File: src/rtl/eirq_pkg.sv
package eirq_pkg;

    typedef enum logic [1:0] {
        DET_LOW  = 2'b00,
        DET_HIGH = 2'b01,
        DET_RISE = 2'b10,
        DET_FALL = 2'b11
    } det_mode_e;

    localparam int          ADDR_W   = 2;
    localparam int          DATA_W   = 16;
    localparam logic [1:0]  ADR_FLAG = 2'd0;
    localparam logic [1:0]  ADR_EN   = 2'd1;
    localparam logic [1:0]  ADR_MODE = 2'd2;

endpackage

File: src/rtl/eirq_sync.sv
module eirq_sync #(
    parameter int WIDTH  = 8,
    parameter int STAGES = 2
) (
    input  logic             clk,
    input  logic             rst_n,
    input  logic [WIDTH-1:0] din,
    output logic [WIDTH-1:0] dout
);

    logic [WIDTH-1:0] stg_d [STAGES];
    logic [WIDTH-1:0] stg_q [STAGES];

    always_comb begin
        stg_d[0] = din;
        for (int s = 1; s < STAGES; s++) begin
            stg_d[s] = stg_q[s-1];
        end
    end

    always_ff @(posedge clk) begin
        for (int s = 0; s < STAGES; s++) begin
            if (!rst_n) stg_q[s] <= '0;
            else        stg_q[s] <= stg_d[s];
        end
    end

    assign dout = stg_q[STAGES-1];

endmodule

File: src/rtl/eirq_chan.sv
module eirq_chan
    import eirq_pkg::*;
(
    input  logic      clk,
    input  logic      rst_n,
    input  logic      pin_s,
    input  det_mode_e mode,
    input  logic      clr,
    output logic      flag_o
);

    typedef struct packed {
        logic prev;
        logic flag;
    } chan_t;

    chan_t cur_q, nxt_d;
    logic  hit;

    always_comb begin
        unique case (mode)
            DET_LOW:  hit = ~pin_s;
            DET_HIGH: hit = pin_s;
            DET_RISE: hit = pin_s & ~cur_q.prev;
            DET_FALL: hit = ~pin_s & cur_q.prev;
            default:  hit = 1'b0;
        endcase
        nxt_d.prev = pin_s;
        nxt_d.flag = hit | (cur_q.flag & ~clr);
    end

    always_ff @(posedge clk) begin
        if (!rst_n) cur_q <= '0;
        else        cur_q <= nxt_d;
    end

    assign flag_o = cur_q.flag;

    AST_SET_WINS: assert property (@(posedge clk) disable iff (!rst_n)
        hit |=> flag_o);
    AST_CLEAR_TAKES: assert property (@(posedge clk) disable iff (!rst_n)
        (clr && !hit) |=> !flag_o);
    AST_FLAG_STICKY: assert property (@(posedge clk) disable iff (!rst_n)
        (flag_o && !clr) |=> flag_o);
    AST_NO_SPURIOUS: assert property (@(posedge clk) disable iff (!rst_n)
        (!flag_o && !hit) |=> !flag_o);
    AST_LEVEL_RESET: assert property (@(posedge clk) disable iff (!rst_n)
        (mode == DET_HIGH && pin_s) |=> flag_o);

endmodule

File: src/rtl/ext_irq_detect.sv
module ext_irq_detect
    import eirq_pkg::*;
#(
    parameter int N_CH        = 8,
    parameter int SYNC_STAGES = 2
) (
    input  logic        clk,
    input  logic        rst_n,
    input  logic        bus_sel,
    input  logic        bus_wr,
    input  logic        bus_rmw,
    input  logic [1:0]  bus_addr,
    input  logic [1:0]  bus_be,
    input  logic [15:0] bus_wdata,
    output logic [15:0] bus_rdata,
    input  logic [7:0]  pin_i,
    output logic        irq_o
);

    localparam int MODE_W = 2 * N_CH;

    typedef struct packed {
        logic [N_CH-1:0]   en;
        logic [MODE_W-1:0] mode;
        logic              irq;
    } regs_t;

    regs_t           regs_q, regs_d;
    logic [N_CH-1:0] pin_s;
    logic [N_CH-1:0] flags;
    logic [N_CH-1:0] clr_vec;
    logic            wr_en;
    logic [15:0]     rdata_c;

    eirq_sync #(.WIDTH(N_CH), .STAGES(SYNC_STAGES)) u_sync (
        .clk   (clk),
        .rst_n (rst_n),
        .din   (pin_i[N_CH-1:0]),
        .dout  (pin_s)
    );

    generate
        for (genvar g = 0; g < N_CH; g++) begin : g_ch
            eirq_chan u_chan (
                .clk    (clk),
                .rst_n  (rst_n),
                .pin_s  (pin_s[g]),
                .mode   (det_mode_e'(regs_q.mode[2*g +: 2])),
                .clr    (clr_vec[g]),
                .flag_o (flags[g])
            );
        end
    endgenerate

    always_comb begin
        wr_en   = bus_sel & bus_wr;
        clr_vec = '0;
        if (wr_en && bus_addr == ADR_FLAG && bus_be[0]) begin
            clr_vec = ~bus_wdata[N_CH-1:0];
        end

        regs_d = regs_q;
        if (wr_en && bus_addr == ADR_EN && bus_be[0]) begin
            regs_d.en = bus_wdata[N_CH-1:0];
        end
        if (wr_en && bus_addr == ADR_MODE) begin
            for (int b = 0; b < MODE_W; b++) begin
                if (bus_be[b/8]) regs_d.mode[b] = bus_wdata[b];
            end
        end
        regs_d.irq = |(flags & regs_q.en);

        rdata_c = '0;
        unique case (bus_addr)
            ADR_FLAG: rdata_c[N_CH-1:0]   = bus_rmw ? {N_CH{1'b1}} : flags;
            ADR_EN:   rdata_c[N_CH-1:0]   = regs_q.en;
            ADR_MODE: rdata_c[MODE_W-1:0] = regs_q.mode;
            default:  rdata_c             = '0;
        endcase
    end

    always_ff @(posedge clk) begin
        if (!rst_n) regs_q <= '0;
        else        regs_q <= regs_d;
    end

    assign bus_rdata = rdata_c;
    assign irq_o     = regs_q.irq;

    AST_IRQ_QUIET: assert property (@(posedge clk) disable iff (!rst_n)
        ((flags & regs_q.en) == '0) |=> !irq_o);
    AST_IRQ_RAISE: assert property (@(posedge clk) disable iff (!rst_n)
        ((flags & regs_q.en) != '0) |=> irq_o);
    AST_RMW_ONES: assert property (@(posedge clk) disable iff (!rst_n)
        (bus_rmw && bus_addr == ADR_FLAG) |-> (bus_rdata[N_CH-1:0] == {N_CH{1'b1}}));
    AST_EN_HOLD: assert property (@(posedge clk) disable iff (!rst_n)
        !(wr_en && bus_addr == ADR_EN) |=> $stable(regs_q.en));

endmodule

File: config.mk
export PLATFORM = sky130hd
export DESIGN_NAME = ext_irq_detect
export DESIGN_NICKNAME = d
export VERILOG_FILES = /design/src/rtl/eirq_pkg.sv /design/src/rtl/eirq_sync.sv /design/src/rtl/eirq_chan.sv /design/src/rtl/ext_irq_detect.sv
export SDC_FILE = /design/constraint.sdc
export NUM_CORES = 1
export LEC_CHECK = 0
export CAP_MARGIN = 10
export CORE_UTILIZATION = 55
export DETAILED_ROUTE_END_ITERATION = 16
export PLACE_DENSITY = 0.84
export SLEW_MARGIN = 20
export SYNTH_ARGS = -nofsm -noshare
export SYNTH_HDL_FRONTEND = slang
export SYNTH_SLANG_ARGS = --single-unit
File: constraint.sdc
create_clock -name clk -period 2.6 [get_ports clk]
set_input_delay 0.52 -clock clk [delete_from_list [all_inputs] [get_ports clk]]
set_output_delay 0.52 -clock clk [all_outputs]
set_load 0.02 [all_outputs]
==> impl_metrics.tcl <==
set metrics [dict create \
    yosys_warnings 0 \
    cts_tree "built" \
    gp_congestion 0.805 \
    root_buffer "clkbuf_8" \
    clkTransAtPathRegs_ns 0.06 \
    min_path_cells 1 \
    cellLeakagePower_nw 1.22 \
    synth_edf_count 0 \
    grt_overflow_total 0 \
    r2r_start "regs_q[14]" \
    synth_nets 318 \
    routed_wl_mm 5.82 \
    antenna_found_initial 0 \
    vias 2298 \
    timing.final.hold_violations 0 \
    yosysMostFrequentCell "dfxtp_1" \
    endpoint_kind "output port" \
    rrSetupSlack_ns 1.57 \
    drtAntennaViolNets 0 \
    finalCritPeriodShare 0.947 \
    ioPinCount 50 \
    htreeDepth 3 \
    pre_cts_slack_ns -0.108 \
    synth_compound_area_frac 0.227 \
    clk_latency_ns 0.34 \
    syn_to_final_growth_pct 27.6 \
    nNetsFinal 368 \
    worst_ep_required_time_ns 2.08 \
    cts_buffers 9 \
    synthAdderAreaFrac 0 \
    power_density_nw_per_um2 613 \
    drive_gt1_frac 0.103 \
    post_drt_wl_per_cell_um 14.8 \
    placed_area_um2 3070 \
    fmaxAchievable_mhz 406 \
    startpoint_type "primary input" \
    r2r_cells 3 \
    drtIter0Drc 216 \
    fp.dieArea_um2 4930 \
    crit_path_max_fanout 8 \
    synth_area_leader_cell "dfxtp_1" \
    slew_headroom 0.634 \
    total_power_mw 2.00 \
    syn_area_um2 2560 \
    synth_cell_type_count 30 \
    synth_top_family_by_area "simple AND/OR/NAND/NOR gates" \
    cts_hold_buf 0 \
    coreArea_um2 4410 \
    synth_top_area_frac 0.446 \
    dr.pass1.iters 5 \
    post-route-drc-count 0 \
    finClkSkew_ns 0.00681 \
    synthesis.instances 285 \
    synthFlopType "dfxtp_1" \
    numPortBuffers 49 \
    die_height_um 70.2 \
    synth_xor_area_frac 0.00685 \
    grt_pass1_wl_mm 10.1 \
    min-delay-start "u_sync.stg_q[0][5]" \
    arrival_ns 1.94 \
    synth_mux_area_frac 0 \
    start_util 0.579 \
    max-vdd-ir-drop_mv 0.422 \
    finalNonFillerCells 392 \
    grt_pass1_vias 2217 \
    worstMarginPinSlew_ns 0.549 \
    num_rows 24 \
    ys_seq_area_frac 0.446 \
    grt_max_degree 34 \
    finalInstanceArea_um2 3260 \
    yosys-top-cells-count "57 x dfxtp_1, 32 x and2_1, 30 x a21oi_1, 26 x o21ai_0, 24 x nand3_1" \
    finalMaxSlewViolations 0 \
    reg2reg_to "g_ch[6].u_chan.flag_o" \
    fin_ws_ns 0.138 \
    finalSetupViolCount 0 \
    async_flop_share 0 \
    die-width_um 70.2 \
    syn-mean-instance-area_um2 8.97 \
    grt_use_total 0.263 \
    clock_sinks 57 \
    grt_setup_unrepaired "no" \
    cap_violations 0 \
    diodes 0 \
    status "complete, no violations" \
    hpwlAfterDp_mm 4.06 \
    critPathKind "in -> out" \
    timing.final.crit_period_ns 2.46 \
    synth_seq_cells 57 \
    hold_path_class "reg -> reg" \
    yosys.area_share.simple 0.263 \
    clk_path_buf_depth 2 \
    min_delay_worst_endpoint "u_sync.stg_q[1][5]" \
    dp.cells 376 \
    viasPerCell 5.86 \
    synth.top_cells.by_area "dfxtp_1 45%, and2_1 7.8%, a21oi_1 5.9%" \
]
timing repair:
action                                  4_1_cts  5_1_grt
resized for setup                            17        0
endpoints found under the setup margin       16        0
setup buffers                                 0        0
logic make-up (layout without fill, tap and decap cells):
logic type / Yosys count / after routing
buf+inv: 23 / 78
xor+xnor: 2 / 2
flops: 57 / 57
compound gates: 91 / 91
simple gates: 112 / 112
registers in the layout, summed over array words and instances, names as in the netlist:
register,flops
regs_q,24
u_sync.stg_q,16
irq_o,1
g_ch.u_chan.flag_o,8
g_ch.u_chan.cur_q,8
critical path, cell delays in order:
cell,delay [ns]
clkdlybuf4s50_1,0.56
nor2b_2,0.22
buf_4,0.17
and2_1,0.14
dlygate4sd2_1,0.33
placed cells by master, fill, tap and decap left out:
cell type,n
nor2b_2,1
nand3_2,1
xnor2_1,2
nand2b_1,10
nand4b_1,1
clkdlybuf4s50_1,33
nand3_1,24
clkinv_2,5
o41ai_1,8
nor3_1,8
nand2_1,8
nor2b_1,9
dfxtp_1,57
o21ba_2,6
buf_4,10
and3b_1,2
clkbuf_8,9
and3_1,1
a22oi_1,4
and4b_1,1
inv_1,2
nor3b_1,2
nand3b_1,12
dlygate4sd2_1,16
a41oi_1,1
a31oi_1,2
and2_1,32
a32o_1,6
bufinv_16,2
o21ai_0,26
o31ai_1,8
buf_12,1
a21oi_1,30
cell type report:
type / count / area [um^2]
clock buffer: 9 / 124
clock inverter: 7 / 85.1
fill: 348 / 1150
inverter: 2 / 7.51
multi-input combinational: 205 / 1270
sequential: 57 / 1140
tap: 52 / 65.1
timing repair buffer: 60 / 566
how the worst max path moves through the flow:
stage / cells past startpoint / endpoint / startpoint
4_1_cts: 5 / bus_rdata[13] / bus_addr[1]
5_1_grt: 5 / bus_rdata[5] / bus_addr[1]
3_3_place_gp: 5 / bus_rdata[5] / bus_addr[1]
6_report: 5 / bus_rdata[13] / bus_addr[1]
2_1_floorplan: 4 / bus_rdata[1] / bus_addr[1]
3_5_place_dp: 5 / bus_rdata[5] / bus_addr[1]
power by group:
| part | switching [mW] | total, mW | leakage (nW) | internal (mW) |
|---|---|---|---|---|
| sequential | 0.0218 | 0.924 | 0.467 | 0.902 |
| combinational | 0.0971 | 0.203 | 0.637 | 0.106 |
| clock | 0.344 | 0.874 | 0.113 | 0.530 |
through the flow:
stage / hold WS [ns] / TNS [ns] / util
6_report: 0.432 / 0 / 0.739
2_1_floorplan: 0.412 / 0 / -
4_1_cts: 0.436 / 0 / 0.739
3_3_place_gp: 0.413 / -0.856 / 0.696
3_5_place_dp: 0.421 / -1.15 / 0.696
5_1_grt: 0.450 / 0 / 0.739
per-layer routing:
metal  global-route usage  part of all wire  wire length [um]
met5                    0                 0                 0
met4                0.104             0.018               107
met3               0.0837             0.066               383
met2                0.431              0.48              2770
met1                0.321              0.44              2560
Power figures use the tool's default switching activity.
